<file path="config.mk">
export PLATFORM = sky130hd
export DESIGN_NAME = wdk_key_lock
export DESIGN_NICKNAME = d
export VERILOG_FILES = /design/src/rtl/wdk_pkg.sv /design/src/rtl/wdk_unlock_trk.sv /design/src/rtl/wdk_service_trk.sv /design/src/rtl/wdk_lock_regs.sv /design/src/rtl/wdk_key_lock.sv
export SDC_FILE = /design/constraint.sdc
export NUM_CORES = 1
export LEC_CHECK = 0
export BUFFER_PORTS_ARGS = -buffer_cell sky130_fd_sc_hd__clkbuf_2
export CAP_MARGIN = 15
export CORE_MARGIN = 2
export CORE_UTILIZATION = 60
export DETAILED_ROUTE_END_ITERATION = 8
export PLACE_DENSITY = 0.87
export RECOVER_POWER = 50
export SYNTH_ARGS = -nofsm -noshare
export SYNTH_HDL_FRONTEND = slang
export SYNTH_HIERARCHICAL = 1
export SYNTH_SLANG_ARGS = --single-unit
</file>
<file path="constraint.sdc">
create_clock -name clk -period 6.85 [get_ports clk]
set_input_delay 1.37 -clock clk [delete_from_list [all_inputs] [get_ports clk]]
set_output_delay 1.37 -clock clk [all_outputs]
set_load 0.01 [all_outputs]
</file>
<file path="src/rtl/wdk_pkg.sv">
package wdk_pkg;
  localparam int unsigned KEY_W = 16;
  typedef logic [KEY_W-1:0] key_t;

  localparam key_t UNLOCK_FIRST = 16'hC520;
  localparam key_t UNLOCK_SECOND = 16'hD928;
  localparam key_t SVC_FIRST = 16'hA602;
  localparam key_t SVC_SECOND = 16'hB480;

  typedef enum logic {TRK_IDLE = 1'b0, TRK_ARMED = 1'b1} trk_e;

  // Next generator state, modulo 2^KEY_W by truncation.
  function automatic key_t lcg_step(input key_t s, input int unsigned mul, input int unsigned inc);
    key_t r;
    r = key_t'(s * key_t'(mul)) + key_t'(inc);
    return r;
  endfunction
endpackage

</file>
<file path="src/rtl/wdk_unlock_trk.sv">
module wdk_unlock_trk
  import wdk_pkg::*;
(
  input  logic clk,
  input  logic rst_n,
  input  logic svc_wr,
  input  key_t wr_data,
  input  logic svc_value,
  output logic unlock_done
);
  trk_e st;
  logic hit_first, hit_second;

  assign hit_first = svc_wr && (wr_data == UNLOCK_FIRST);
  assign hit_second = svc_wr && (st == TRK_ARMED) && (wr_data == UNLOCK_SECOND);
  assign unlock_done = hit_second;

  always_ff @(posedge clk or negedge rst_n) begin
    if (!rst_n) st <= TRK_IDLE;
    else if (hit_second) st <= TRK_IDLE;
    else if (hit_first) st <= TRK_ARMED;
    else if (svc_wr && !svc_value) st <= TRK_IDLE;
  end

  // completing the unlock always leaves the tracker idle
  assert_unlock_rearm_R6: assert property (@(posedge clk) disable iff (!rst_n)
    (unlock_done && wr_data != UNLOCK_FIRST) |=> !unlock_done);
endmodule

</file>
<file path="src/rtl/wdk_service_trk.sv">
module wdk_service_trk
  import wdk_pkg::*;
#(
  parameter int unsigned LCG_MUL = 17,
  parameter int unsigned LCG_INC = 3
) (
  input  logic clk,
  input  logic rst_n,
  input  logic svc_wr,
  input  key_t wr_data,
  input  logic key_mode,
  input  logic enable,
  input  key_t seed,
  output logic key_hit,
  output logic svc_value,
  output logic svc_pulse
);
  trk_e st;
  key_t expect_key;
  logic complete, is_unlock_val;

  always_comb begin
    if (key_mode) expect_key = lcg_step(seed, LCG_MUL, LCG_INC);
    else if (st == TRK_ARMED) expect_key = SVC_SECOND;
    else expect_key = SVC_FIRST;
  end

  assign key_hit = svc_wr && (wr_data == expect_key);
  assign complete = key_hit && (st == TRK_ARMED);
  assign is_unlock_val = (wr_data == UNLOCK_FIRST) || (wr_data == UNLOCK_SECOND);
  assign svc_value = key_mode ? key_hit : ((wr_data == SVC_FIRST) || (wr_data == SVC_SECOND));

  always_ff @(posedge clk or negedge rst_n) begin
    if (!rst_n) begin
      st <= TRK_IDLE;
      svc_pulse <= 1'b0;
    end else begin
      svc_pulse <= complete && enable;
      if (key_hit) st <= complete ? TRK_IDLE : TRK_ARMED;
      else if (svc_wr) begin
        if (!key_mode && wr_data == SVC_FIRST) st <= TRK_ARMED;
        else if (!is_unlock_val) st <= TRK_IDLE;
      end
    end
  end

  assert_pulse_needs_enable_R10: assert property (@(posedge clk) disable iff (!rst_n)
    svc_pulse |-> $past(enable));
  assert_pulse_after_write_R7: assert property (@(posedge clk) disable iff (!rst_n)
    svc_pulse |-> $past(svc_wr));
  assert_pulse_single_R7: assert property (@(posedge clk) disable iff (!rst_n)
    svc_pulse |=> !svc_pulse);
endmodule

</file>
<file path="src/rtl/wdk_lock_regs.sv">
module wdk_lock_regs
  import wdk_pkg::*;
#(
  parameter int unsigned ADDR_W = 3,
  parameter int unsigned ADDR_CTRL = 0,
  parameter int unsigned ADDR_TMO = 1,
  parameter int unsigned ADDR_WIN = 2,
  parameter int unsigned ADDR_SEED = 4,
  parameter int unsigned SLK_BIT = 0,
  parameter int unsigned HLK_BIT = 1,
  parameter key_t SEED_INIT = '0
) (
  input  logic              clk,
  input  logic              rst_n,
  input  logic              wr_en,
  input  logic [ADDR_W-1:0] wr_addr,
  input  key_t              wr_data,
  input  logic              unlock_done,
  input  logic              key_hit,
  input  logic              key_mode,
  output logic              lock_soft,
  output logic              lock_hard,
  output key_t              seed,
  output logic [2:0]        reg_we
);
  localparam int unsigned N_GRANT = 3;
  logic wr_open, seed_grant;

  assign wr_open = !(lock_soft || lock_hard);
  assign seed_grant = wr_en && wr_open && (wr_addr == ADDR_W'(ADDR_SEED));

  for (genvar g = 0; g < N_GRANT; g++) begin : g_grant
    localparam int unsigned GA = (g == 0) ? ADDR_CTRL : ((g == 1) ? ADDR_TMO : ADDR_WIN);
    assign reg_we[g] = wr_en && wr_open && (wr_addr == ADDR_W'(GA));
  end

  always_ff @(posedge clk or negedge rst_n) begin
    if (!rst_n) begin
      lock_soft <= 1'b0;
      lock_hard <= 1'b0;
      seed <= SEED_INIT;
    end else begin
      if (reg_we[0] && wr_data[HLK_BIT]) lock_hard <= 1'b1;
      if (unlock_done) lock_soft <= 1'b0;
      else if (reg_we[0] && wr_data[SLK_BIT]) lock_soft <= 1'b1;
      if (key_hit && key_mode) seed <= wr_data;
      else if (seed_grant) seed <= wr_data;
    end
  end

  assert_hard_sticky_R3: assert property (@(posedge clk) disable iff (!rst_n)
    lock_hard |=> lock_hard);
  assert_soft_clear_by_unlock_R5: assert property (@(posedge clk) disable iff (!rst_n)
    $fell(lock_soft) |-> $past(unlock_done));
  assert_seed_source_R4: assert property (@(posedge clk) disable iff (!rst_n)
    !$stable(seed) |-> $past(key_hit || seed_grant));
endmodule

</file>
<file path="src/rtl/wdk_key_lock.sv">
module wdk_key_lock
  import wdk_pkg::*;
#(
  parameter int unsigned ADDR_W = 3,
  parameter int unsigned ADDR_CTRL = 0,
  parameter int unsigned ADDR_TMO = 1,
  parameter int unsigned ADDR_WIN = 2,
  parameter int unsigned ADDR_SVC = 3,
  parameter int unsigned ADDR_SEED = 4,
  parameter int unsigned SLK_BIT = 0,
  parameter int unsigned HLK_BIT = 1,
  parameter int unsigned LCG_MUL = 17,
  parameter int unsigned LCG_INC = 3,
  parameter key_t SEED_INIT = '0
) (
  input  logic              clk,
  input  logic              rst_n,
  input  logic              wr_en,
  input  logic [ADDR_W-1:0] wr_addr,
  input  logic [KEY_W-1:0]  wr_data,
  input  logic              key_mode,
  input  logic              enable,
  output logic              svc_pulse,
  output logic              lock_soft,
  output logic              lock_hard,
  output logic [KEY_W-1:0]  seed,
  output logic [2:0]        reg_we
);
  logic svc_wr, key_hit, svc_value, unlock_done;

  assign svc_wr = wr_en && (wr_addr == ADDR_W'(ADDR_SVC));

  wdk_service_trk #(.LCG_MUL(LCG_MUL), .LCG_INC(LCG_INC)) u_svc (
    .clk(clk), .rst_n(rst_n), .svc_wr(svc_wr), .wr_data(wr_data),
    .key_mode(key_mode), .enable(enable), .seed(seed),
    .key_hit(key_hit), .svc_value(svc_value), .svc_pulse(svc_pulse)
  );

  wdk_unlock_trk u_unl (
    .clk(clk), .rst_n(rst_n), .svc_wr(svc_wr), .wr_data(wr_data),
    .svc_value(svc_value), .unlock_done(unlock_done)
  );

  wdk_lock_regs #(
    .ADDR_W(ADDR_W), .ADDR_CTRL(ADDR_CTRL), .ADDR_TMO(ADDR_TMO), .ADDR_WIN(ADDR_WIN),
    .ADDR_SEED(ADDR_SEED), .SLK_BIT(SLK_BIT), .HLK_BIT(HLK_BIT), .SEED_INIT(SEED_INIT)
  ) u_lock (
    .clk(clk), .rst_n(rst_n), .wr_en(wr_en), .wr_addr(wr_addr), .wr_data(wr_data),
    .unlock_done(unlock_done), .key_hit(key_hit), .key_mode(key_mode),
    .lock_soft(lock_soft), .lock_hard(lock_hard), .seed(seed), .reg_we(reg_we)
  );

  // unlock completion never touches the hard lock
  assert_unlock_keeps_hard_R5: assert property (@(posedge clk) disable iff (!rst_n)
    (unlock_done && lock_hard) |=> lock_hard);
endmodule

</file>
Word level (Yosys, flattened, before mapping)

Index checks and enable logic that the tools add are counted.
Widths: inputs -> output; s select.

Input port bits: 24
Logic and storage cells: 62
Output and inout port bits: 22
Flip-flop bits (word level): 21

Reductions and logical operators: 29
Equality and inequality tests: 10
Multiply operators: 1
Mux-type cells: 15
$add $sub $neg: 1

Operator list:

| operator              | number |
|---|---|
| $eq 16x16->1 const B  | 4 |
| $mux 16               | 3 |
| $logic_and 1x1->1     | 17 |
| $add 16x2->16 const B | 1 |
| $eq 16x16->1          | 1 |
| $mul 16x5->16 const B | 1 |
| $mux 13               | 1 |
| $mux 1                | 11 |
| $eq 3x2->1 const B    | 2 |
| $reduce_bool 2->1     | 3 |
| $eq 3x1->1 const B    | 1 |
| $eq 3x3->1 const B    | 1 |
| $logic_not 1->1       | 3 |
| $logic_not 3->1       | 1 |
| $logic_or 1x1->1      | 3 |
| $ne 3x2->1 const B    | 1 |
| $reduce_bool 3->1     | 1 |
| $reduce_and 2->1      | 1 |

Longest topological paths before layout

Gate-level depths: netlist of the first run.

Depth after elaboration: 11
Mapped depth: 15
Mapped depth without buffers: 15

Hierarchy

Netlist of the first run, hierarchy kept.

Modules (own cells, without submodules):

| module          | area an instance (um^2) | times used | cells each | seq. area each (um^2) |
|---|---|---|---|---|
| wdk_service_trk | 1659.1                  | 1          | 224        | 50.0 |
| wdk_lock_regs   | 787.0                   | 1          | 46         | 450.4 |
| wdk_unlock_trk  | 108.9                   | 1          | 13         | 25.0 |
| wdk_key_lock    | 10.0                    | 1          | 1          | 0.0 |

Worst setup path before layout of the first run

OpenSTA, ideal clock, no wires.

Path type: input port to flip-flop
Start point: input port key_mode
End point: register u_lock.seed[10]
Setup time: 0.125 ns
Arrival time: 3.582 ns
Data required time: 6.725 ns
Path slack: 3.143 ns
Path buffers: 3
Cell stages on the path: 11
Cell sequence: buf_2 > buf_1 > nand2_1 > a21oi_1 > o31ai_1 > o311ai_0 > nand4_1 > nor4_4 > a22oi_4 > buf_12 > mux2_4

Word-level cells in the longest chain between the ends: 5
Elaborated cells between the ends (all ways): 6
Those cells by class: 1 x eq/ne; 2 x mux; 3 x reduce/logical

RTL lines:

| what                                         | RTL line              | text |
|---|---|---|
| from (decl)                                  | wdk_key_lock.sv:21    | `input logic key_mode,` |
| $mux 16 (*)                                  | wdk_service_trk.sv:23 | `if (key_mode) expect_key = lcg_step(seed, LCG_MUL, LCG_INC);` |
| $eq 16x16->1 (*)                             | wdk_service_trk.sv:28 | `assign key_hit = svc_wr && (wr_data == expect_key);` |
| $logic_and 1x1->1 (*)                        | wdk_service_trk.sv:28 |  |
| named net key_hit                            | wdk_key_lock.sv:29    | `logic svc_wr, key_hit, svc_value, unlock_done;` |
| $logic_and 1x1->1 (*)                        | wdk_lock_regs.sv:46   | `if (key_hit && key_mode) seed <= wr_data;` |
| $mux 16 or $reduce_bool 2->1 (tied branches) | --                    |  |
| to (signal assigned)                         | wdk_lock_regs.sv:46   |  |
| to (signal assigned)                         | wdk_lock_regs.sv:47   | `else if (seed_grant) seed <= wr_data;` |
| to (decl)                                    | wdk_lock_regs.sv:23   | `output key_t seed,` |

Mark *: on every way through the listed nets, which the timed path passes. The rest lies on a longest branch.
A chain may end at the register's enable or synchronous reset.

Final worst setup path of the first run

Start point: register u_lock.seed[1]
End point: register u_lock.seed[13]

Word-level cells in the longest chain between the ends: 7
Elaborated cells between the ends (all ways): 8
Those cells by class: 1 x add/sub; 1 x mul; 1 x eq/ne; 2 x mux; 3 x reduce/logical

RTL lines:

| what                                         | RTL line              | text |
|---|---|---|
| $mul 16x5->16 (*)                            | wdk_pkg.sv:15         | `r = key_t'(s * key_t'(mul)) + key_t'(inc);` |
| $add 16x2->16 (*)                            | wdk_pkg.sv:15         |  |
| $mux 16 (*)                                  | wdk_service_trk.sv:23 |  |
| $eq 16x16->1 (*)                             | wdk_service_trk.sv:28 |  |
| $logic_and 1x1->1 (*)                        | wdk_service_trk.sv:28 |  |
| named net key_hit                            | wdk_key_lock.sv:29    |  |
| $logic_and 1x1->1 (*)                        | wdk_lock_regs.sv:46   |  |
| $mux 16 or $reduce_bool 2->1 (tied branches) | --                    |  |

Marked as above.

==> impl_metrics.toml, run 1 <==
[status]
status = "finished, final reports clean"

[synth]
synth_edf_count = 0
yosys_warnings = 6
ys_seq_area_share_pct = 20.5
synth_top_area_share_pct = 20.5
ys_ff_latch = 21
ys.flop_type = "dfrtp_1"
synth.cell_area_um2 = 2560
synth_area_per_cell_um2 = 9.03
synthCells = 284
synthTopCellsByArea = "dfrtp_1 20%, ha_1 11%, mux2_4 5.9%, xnor2_1 3.4%, a21oi_1 3.1%"
synth_largest_area_cell = "dfrtp_1"
syn_nets = 332
synthDistinctLibCells = 74
async_flop_share_pct = 100

[setup_path]
critical_path_arrival_ns = 4.44
critical_path_class = "register to register"
crit_path_start_kind = "register"
cp-end-kind = "register"
worst-path-max-fanout = 16
worstPathRequired_ns = 7.00

[cells_and_area]
final_common_cell = "clkbuf_2"
n_antenna_cell = 0
final_cell_mix = "34 x clkbuf_2, 23 x ha_1, 21 x dfrtp_1"
drive_gt1_share_pct = 20.8
n_fill_cell = 317
area_delta_synth_final_pct = 9.85
final_nets = 371
stdcell_count = 372

[timing]
finalHoldViolCount = 0
final.setup.tns_ns = 0
setup_ws_ns = 2.55
finalCritPeriodShare_pct = 62.7
clock.fmax_mhz = 233
maxSlewHeadroom_pct = 26.2
rsz0062_at_grt = "no"
period_needed_ns = 4.30
finalClockSkew_ns = 0.00899
worst_slew_pin_slew_ns = 1.11
setup_viol = 0
final-max-slew-violation-count = 0

[pwr]
power_mw = 1.02
ir_drop_mv = 0.208
p_leak_nw = 1.29
p_per_area_nw_per_um2 = 362

[cts]
insertion_delay_ns = 0.26
cts_buffers = 3
cts_tree = "yes"
clk_pin_slew_worst_paths_ns = 0.09
cts_hold_buf = 0
htreeDepth = 1
clk_path_buf_depth = 2
cts_resized = 0
cts_setup_buffers = 0
ctsRootBufferMaster = "clkbuf_8"
cts.sinks = 21

[placed_design]
io_buffers = 45
post-place-cells = 368
place_congestion = 0.885
dp_slack_ns = 2.60
dp_hpwl_um = 5330

[drt]
via_per_inst = 6.74
totalWireLength_um = 6950
drcViolationCount = 0
wire_per_inst_um = 18.7
ant_nets = 0
drt_iter0_drc = 269
num_vias = 2509
dr.pass1.iters = 8

[floorplan]
die_x_um = 69.4
ioPinCount = 46
start_util_pct = 63.2
rows = 23
dieHeight_um = 69.4
dieArea_um2 = 4810
core_um2 = 4060

[global_route]
grt-ovfl-total = 0
grt_pass1_wl_um = 11600
grt_pass1_vias = 2371
antenna_found_initial = 0
track_usage_pct = 29.0
grt_max_degree = 22

[hold_path]
worstHoldPathType = "register to register"

[run]
drv_cap = 0
[worst max-delay path, cell delays in order, from the launching register on]
cell	delay (ns)
dfrtp_1	0.44
inv_1	0.12
ha_1	0.20
inv_1	0.06
fa_1	0.43
nand4b_1	0.25
o221a_1	0.33
o211a_1	0.29
nand3_1	0.10
o41ai_1	0.08
nor4_1	0.71
nor4_4	0.11
a22oi_4	0.65
mux2_2	0.41
[state kept, by name, summed over array words and instances, names as in the netlist]
signal,cells
u_lock/seed,16
u_svc/svc_pulse,1
u_unl/st,1
u_svc/st,1
u_lock/lock_hard,1
u_lock/lock_soft,1
[where the power goes]
| part | switching, mW | internal, mW | total [mW] |
|---|---|---|---|
| combinational | 0.425 | 0.310 | 0.735 |
| sequential | 0.0469 | 0.153 | 0.200 |
| clock | 0.0431 | 0.0411 | 0.0842 |
| total | 0.515 | 0.504 | 1.02 |
[kinds of logic after synthesis]
kind of cell / Yosys count / share of synthesized area [%]
adders and majority gates: 24 / 12.0
xor gates and xnor gates: 16 / 5.46
DFF: 21 / 20.5
buffers and inverters: 25 / 4.78
muxes: 16 / 8.49
AOI/OAI and AO/OA: 79 / 22.9
and+or+nand+nor: 103 / 25.9
[metrics by stage]
stage / instance area, µm² / hold slack (ns) / utilization [%]
CTS: 2830 / 0.553 / 69.8
global route: 2820 / 0.577 / 69.4
finish: 2820 / 0.561 / 69.4
global placement: 2780 / 0.535 / 68.6
detailed placement: 2780 / 0.536 / 68.6
floorplan: 2560 / 0.515 / -
[cells in the mapped netlist (3+ instances only)]
| cell type | count |
|---|---|
| nand2_1 | 13 |
| and3_1 | 3 |
| nand3_1 | 7 |
| nand4_1 | 6 |
| mux2_4 | 10 |
| inv_1 | 14 |
| nand4b_1 | 3 |
| o21ai_0 | 8 |
| and4b_1 | 4 |
| or3_1 | 5 |
| nor2_1 | 13 |
| a211o_1 | 4 |
| a21oi_1 | 16 |
| xnor2_1 | 10 |
| nand2b_1 | 3 |
| o211ai_1 | 5 |
| dfrtp_1 | 21 |
| nand3b_1 | 6 |
| nor3_1 | 10 |
| nor2b_1 | 5 |
| ha_1 | 23 |
| a21o_1 | 7 |
| xor2_1 | 6 |
| clkbuf_1 | 4 |
| nor4b_1 | 3 |
| a31oi_1 | 6 |
| buf_2 | 4 |
| mux2_2 | 6 |
| nor3b_1 | 4 |
[per-layer routing]
metal  up-vias  wire length [µm]  track usage [%]
li1       1179                 -                -
met1      1179              2950             38.8
met2       121              3360             48.3
met3        30               424             4.07
met4         0               219             9.15
met5         -                 0                0
[path summary, 6_finish.rpt]
path,startpoint,endpoint,slack (ns),cells past startpoint
setup / recovery,u_lock/seed[1],u_lock/seed[13],2.55,13
hold / removal,u_lock/seed[14],u_lock/seed[14],0.56,1
setup reg to reg,u_lock/seed[1],u_lock/seed[13],2.55,13
hold reg to reg,u_lock/seed[14],u_lock/seed[14],0.56,1
max in group asynchronous,rst_n,u_lock/seed[7],4.89,1
min in group asynchronous,rst_n,u_lock/seed[10],1.29,1
[cell type report]
cell class	count	area, µm²	area share [%]
multi-input cells	238	1920	68.0
flip-flops and latches	21	526	18.7
repair buffers	45	211	7.50
well taps	50	62.6	2.22
inverters	14	52.6	1.87
clock buffers	3	41.3	1.47
clock inverters	1	7.51	0.266
Note: power is estimated with default switching activity, not from simulation.
==> inputs of run 2 (changes only) <==
--- a/config.mk
+++ b/config.mk
@@ -8,9 +8,9 @@
 export BUFFER_PORTS_ARGS = -buffer_cell sky130_fd_sc_hd__clkbuf_2
 export CAP_MARGIN = 15
 export CORE_MARGIN = 2
-export CORE_UTILIZATION = 60
+export CORE_UTILIZATION = 52
 export DETAILED_ROUTE_END_ITERATION = 8
-export PLACE_DENSITY = 0.87
+export PLACE_DENSITY = 0.8
 export RECOVER_POWER = 50
 export SYNTH_ARGS = -nofsm -noshare
 export SYNTH_HDL_FRONTEND = slang
==> constraint.sdc (replaced) <==
create_clock -name clk -period 3.7 [get_ports clk]
set_input_delay 0.74 -clock clk [delete_from_list [all_inputs] [get_ports clk]]
set_output_delay 0.74 -clock clk [all_outputs]
set_load 0.01 [all_outputs]
==> impl_metrics.toml, run 2 (synthesized netlist as in run 1, its figures left out) <==
[cells_and_area]
area_delta_synth_final_pct = 23.9
n_antenna_cell = 0
registers.top_by_ff_count = "u_lock/seed"
drive_gt1_share_pct = 34.1
final_cell_mix = "43 x clkbuf_2, 22 x buf_4, 18 x dfrtp_1, 18 x ha_1"
final_common_cell = "clkbuf_2"
largest_register_ffs = 16
final_nets = 398

[drt]
ant_nets = 0
drcViolationCount = 0
wl_met1_um = 3500
dr.pass1.iters = 5
wire_per_inst_um = 20.3
drt_iter0_drc = 333
num_vias = 2806
totalWireLength_um = 8440
met2RoutedLength_um = 4100
maxUsedRoutingLayer = "met4"
via_per_inst = 6.75
dr_wl_met3_um = 603

[timing]
timing.hold.ws_ns = 0.571
setup_ws_ns = -0.0881
period_needed_ns = 3.79
final-max-slew-violation-count = 0
final.setup.tns_ns = -0.541
rsz0062_at_grt = "yes"
finalCritPeriodShare_pct = 102
finalHoldViolCount = 0
setup_viol = 7
maxSlewHeadroom_pct = 12.7
finalClockSkew_ns = 0.00513
worst_slew_pin_slew_ns = 1.31
clock.fmax_mhz = 264

[setup_path]
regToRegEndpoint = "u_lock/seed[15]"
worst-r2r-cell-count = 16
cp-end-kind = "register"
crit_chain = "inv_2 -> ha_4 -> inv_2 -> fa_2 -> nand4b_1 -> o221a_1 -> buf_4 -> o211ai_1 -> o311ai_2 -> xor2_1 -> o211ai_1 -> nor4_4 -> buf_4 -> a22oi_4 -> buf_12 -> mux2_4"
crit_path_start_kind = "register"
critical_path_class = "register to register"
worstPathRequired_ns = 3.85
r2r_slack_ns = -0.09
crit_slowest_cell = "dfrtp_2"
crit_family = "compound AO/OA/AOI/OAI gates"
max_stage_delay_ns = 0.44
timing.rr.start = "u_lock/seed[1]"
worst-path-max-fanout = 7
critical_path_arrival_ns = 3.94
critical_path_buf_inv_count = 5

[pwr]
p_leak_nw = 1.48
ir_drop_mv = 0.372
power_mw = 2.18
p_per_area_nw_per_um2 = 686

[global_route]
antenna_found_initial = 0
grt-ovfl-total = 0
track_usage_pct = 30.7
grt_max_degree = 22
grt_pass1_vias = 2543
grt_pass1_wl_um = 12900

[floorplan]
core_um2 = 4750
start_util_pct = 53.9
rows = 25
ioPinCount = 46
die_x_um = 74.2
dieHeight_um = 74.2
dieArea_um2 = 5510

[cts]
ctsRootBufferMaster = "clkbuf_8"
cts_tree = "yes"
clk_path_buf_depth = 2
clk_pin_slew_worst_paths_ns = 0.09
insertion_delay_ns = 0.27
cts_hold_buf = 0
cts.sinks = 21
htreeDepth = 1
cts_buffers = 3

[status]
status = "finished with violations"
violations = "negative setup slack"

[hold_path]
worstHoldPathType = "register to register"
hold-path-cell-count = 1
whs_endpoint = "u_lock/seed[14]"
hold_path.startpoint = "u_lock/seed[14]"

[placed_design]
place_congestion = 0.914
dp_hpwl_um = 5890
dp_slack_ns = -0.192
io_buffers = 45

[run]
drv_cap = 0
==> run 2: changes by cell type in the layout (fill, tap and decap cells not counted), moves of 5 or more <==
cell / previous run / this run
buf_4: 0 / 22
mux2_4: 10 / 15
mux2_2: 6 / 1
clkbuf_1: 11 / 2
ha_1: 23 / 18
clkbuf_2: 34 / 43
==> run 2: metrics by stage <==
stage	instances	instance area [µm²]	utilization [%]
after detailed placement	403	2940	61.8
after CTS	414	3120	65.6
after global placement	403	2940	61.8
after floorplan	284	2560	-
final	416	3180	66.8
after global routing	416	3180	66.8
==> run 2: cell type report <==
type,count,area (µm²)
multi-input combinational,239,2020
fill,389,1580
sequential,21,529
timing repair buffer,71,442
tap,67,83.8
inverter,14,52.6
clock buffer,3,41.3
clock inverter,1,5.00
==> run 2: worst max-delay path by stage <==
stage	startpoint	to	slack, ns	cells past startpoint
2_1_floorplan	u_lock/seed[3]	u_lock/seed[10]	0.09	13
3_3_place_gp	u_lock/seed[1]	u_lock/seed[8]	-0.04	14
3_5_place_dp	u_lock/seed[1]	u_lock/seed[15]	-0.19	14
4_1_cts	u_lock/seed[11]	u_lock/seed[13]	0.02	12
5_1_grt	u_lock/seed[1]	u_lock/seed[15]	-0.24	16
6_report	u_lock/seed[1]	u_lock/seed[15]	-0.09	16
==> run 2: worst register-to-register path: cells and delay by family (launching register included) <==
family / cells / cell delay, ns
AO/OA/AOI/OAI: 5 / 0.96
AND/OR/NAND/NOR: 2 / 0.64
XOR/XNOR: 1 / 0.21
buffers and inverters: 5 / 0.65
adder cells (fa/ha/maj): 2 / 0.47
multiplexers: 1 / 0.30
flip-flops: 1 / 0.44
==> run 2: per-layer routing <==
layer / track usage, % / up-vias
li1: - / 1241
met1: 39.9 / 1345
met2: 51.8 / 182
met3: 3.93 / 38
met4: 12.3 / 0
met5: 0 / -
==> run 2: power by group <==
group,internal [mW],switching [mW],leakage [nW]
Clock,0.0752,0.0828,0.0255
Sequential,0.285,0.0770,0.254
Combinational,0.766,0.894,1.20
Total,1.13,1.05,1.48
==> run 2: timing repair <==
| action | in CTS | in global routing |
|---|---|---|
| setup buffers | 7 | 3 |
| cloned | 1 | 0 |
| pin swaps | 12 | 9 |
| setup endpoints to repair | 17 | 17 |
| gates resized for setup | 19 | 11 |
==> inputs of run 3 (changes only) <==
==> constraint.sdc (replaced) <==
create_clock -name clk -period 3.7 [get_ports clk]
set_input_delay 0.74 -clock clk [delete_from_list [all_inputs] [get_ports clk]]
set_output_delay 0.74 -clock clk [all_outputs]
set_load 0.1 [all_outputs]
==> impl_metrics.toml, run 3 (synthesized netlist as in run 1, its figures left out) <==
[setup_path]
critical_path_class = "register to register"
worstPathRequired_ns = 3.84
critical_path_buf_inv_count = 2
regToRegEndpoint = "u_lock/seed[10]"
max_stage_delay_ns = 0.48
worst-path-max-fanout = 6
critical_path_arrival_ns = 3.78
crit_slowest_cell = "dfrtp_4"
crit_path_start_kind = "register"
crit_family = "simple AND/OR/NAND/NOR gates"
timing.rr.start = "u_lock/seed[1]"
cp-end-kind = "register"
r2r_slack_ns = 0.06
worst-r2r-cell-count = 13
crit_chain = "buf_6 -> ha_4 -> ha_4 -> and3_4 -> o211a_4 -> or4b_1 -> nand3b_1 -> nor3_1 -> a211o_1 -> nor4_4 -> a22oi_4 -> buf_6 -> mux2_4"

[placed_design]
dp_hpwl_um = 5690
post-place-cells = 411
postPlaceCellArea_um2 = 3130
io_buffers = 45
place_congestion = 0.901

[global_route]
antenna_found_initial = 0
grt_max_degree = 22
grt-ovfl-total = 0
grt_pass1_wl_um = 11600
grt_pass1_vias = 2398
track_usage_pct = 27.0

[drt]
drt_iter0_drc = 187
ant_nets = 0
wire_per_inst_um = 17.6
drcViolationCount = 0
num_vias = 2646
totalWireLength_um = 7430
maxUsedRoutingLayer = "met4"
dr.pass1.iters = 5
via_per_inst = 6.27
wl_met1_um = 3270
met2RoutedLength_um = 3650
dr_wl_met3_um = 457

[hold_path]
whs_endpoint = "u_lock/seed[12]"
worstHoldPathType = "register to register"
hold_path.startpoint = "u_lock/seed[12]"
hold-path-cell-count = 1

[floorplan]
die_x_um = 74.2
core_um2 = 4750
rows = 25
start_util_pct = 53.9
dieArea_um2 = 5510
ioPinCount = 46
dieHeight_um = 74.2

[pwr]
pwr-share-comb_pct = 79.7
power_frac_seq_pct = 14.6
p_int_mw = 1.23
clkPwrFrac_pct = 5.7
p_leak_nw = 1.46
switchingPower_mw = 1.43
switching_share_pct = 53.7
p_per_area_nw_per_um2 = 795
ir_drop_mv = 0.463

[cells_and_area]
final_nets = 404
multiInputGateArea_um2 = 2120
n_fill_cell = 369
largest_register_ffs = 16
final-seq-area_um2 = 572
postLayoutCellArea_um2 = 3360
registers.top_by_ff_count = "u_lock/seed"
stdcell_count = 422
final_common_cell = "clkbuf_2"
n_antenna_cell = 0
drive_gt1_share_pct = 40.8
final_cell_mix = "40 x clkbuf_2, 29 x buf_4, 14 x inv_1"
area_delta_synth_final_pct = 30.9

[cts]
cts_hold_buf = 0
htreeDepth = 1
cts.sinks = 21
cts_buffers = 3
clk_pin_slew_worst_paths_ns = 0.08
ctsRootBufferMaster = "clkbuf_8"
cts_tree = "yes"
insertion_delay_ns = 0.26
clk_path_buf_depth = 2

[status]
status = "finished, final reports clean"

[timing]
rsz0062_at_grt = "yes"
period_needed_ns = 3.64
finalCritPeriodShare_pct = 98.4
maxSlewHeadroom_pct = 22.1
clock.fmax_mhz = 275
final-max-slew-violation-count = 0
finalHoldViolCount = 0
finalClockSkew_ns = 0.00856
setup_viol = 0
worst_slew_pin_slew_ns = 1.17

[run]
drv_cap = 0
-- run 3: cell types whose count changed in the layout (fill, tap and decap cells not counted), sizes merged --
cell   before  now
buf        26   33
a22oi       3    2
-- run 3: worst reg2reg max path, cell delays in order (launching register included) --
cell      delay (ns)
dfrtp_4         0.48
buf_6           0.13
ha_4            0.26
ha_4            0.20
and3_4          0.19
o211a_4         0.28
or4b_1          0.47
nand3b_1        0.15
nor3_1          0.06
a211o_1         0.31
nor4_4          0.37
a22oi_4         0.16
buf_6           0.16
mux2_4          0.29
-- run 3: how the worst max path moves through the flow --
stage	from	endpoint	slack, ns	depth (start not counted)
6_report	u_lock/seed[1]	u_lock/seed[10]	0.06	13
3_5_place_dp	u_lock/seed[1]	u_lock/seed[3]	-0.1	14
5_1_grt	u_lock/seed[1]	u_lock/seed[8]	-0.06	15
3_3_place_gp	u_lock/seed[6]	u_lock/seed[14]	-0.02	11
4_1_cts	u_lock/seed[1]	u_lock/seed[10]	0.009	15
2_1_floorplan	u_lock/seed[6]	u_lock/seed[10]	0.006	13
-- run 3: repair_timing --
item | in CTS | in global routing
pin swaps | 3 | 13
endpoints found under the setup margin | 16 | 18
buffers inserted | 5 | 2
gates cloned | 0 | 0
resized for setup | 1 | 26
-- run 3: power groups by stage --
stage / combinational, mW / sequential (mW) / clock [mW]
after CTS: 1.94 / 0.392 / 0.156
final: 2.13 / 0.390 / 0.152
after detailed placement: 1.92 / 0.397 / 0
after global routing: 2.27 / 0.400 / 0.166
after global placement: 1.89 / 0.395 / 0
after floorplan: 1.07 / 0.782 / 0
-- run 3: metrics by stage --
stage | hold WS [ns] | total power, mW | utilization [%] | setup WS (ns) | setup TNS (ns)
5_1_grt | 0.569 | 2.84 | 70.6 | -0.0563 | -0.632
4_1_cts | 0.452 | 2.48 | 67.7 | 0.00922 | 0
3_5_place_dp | 0.533 | 2.31 | 65.9 | -0.0990 | -0.920
6_report | 0.545 | 2.67 | 70.6 | 0.0598 | 0
2_1_floorplan | 0.444 | 1.86 | - | 0.00590 | 0
3_3_place_gp | 0.532 | 2.28 | 65.9 | -0.0167 | -0.0867
-- run 3: area by class of cell --
type / instances / share of cell area (%)
clock inverters: 1 / 0.149
flip-flops and latches: 21 / 17.0
repair buffers: 78 / 14.3
multi-input cells: 238 / 63.2
inverters: 14 / 1.56
well taps: 67 / 2.50
clock buffers: 3 / 1.23
-- run 3: metal layers --
layer | track usage, % | vias to the layer above
met2 | 46.8 | 122
li1 | - | 1246
met3 | 3.93 | 16
met5 | 0 | -
met4 | 3.97 | 0
met1 | 36.6 | 1262
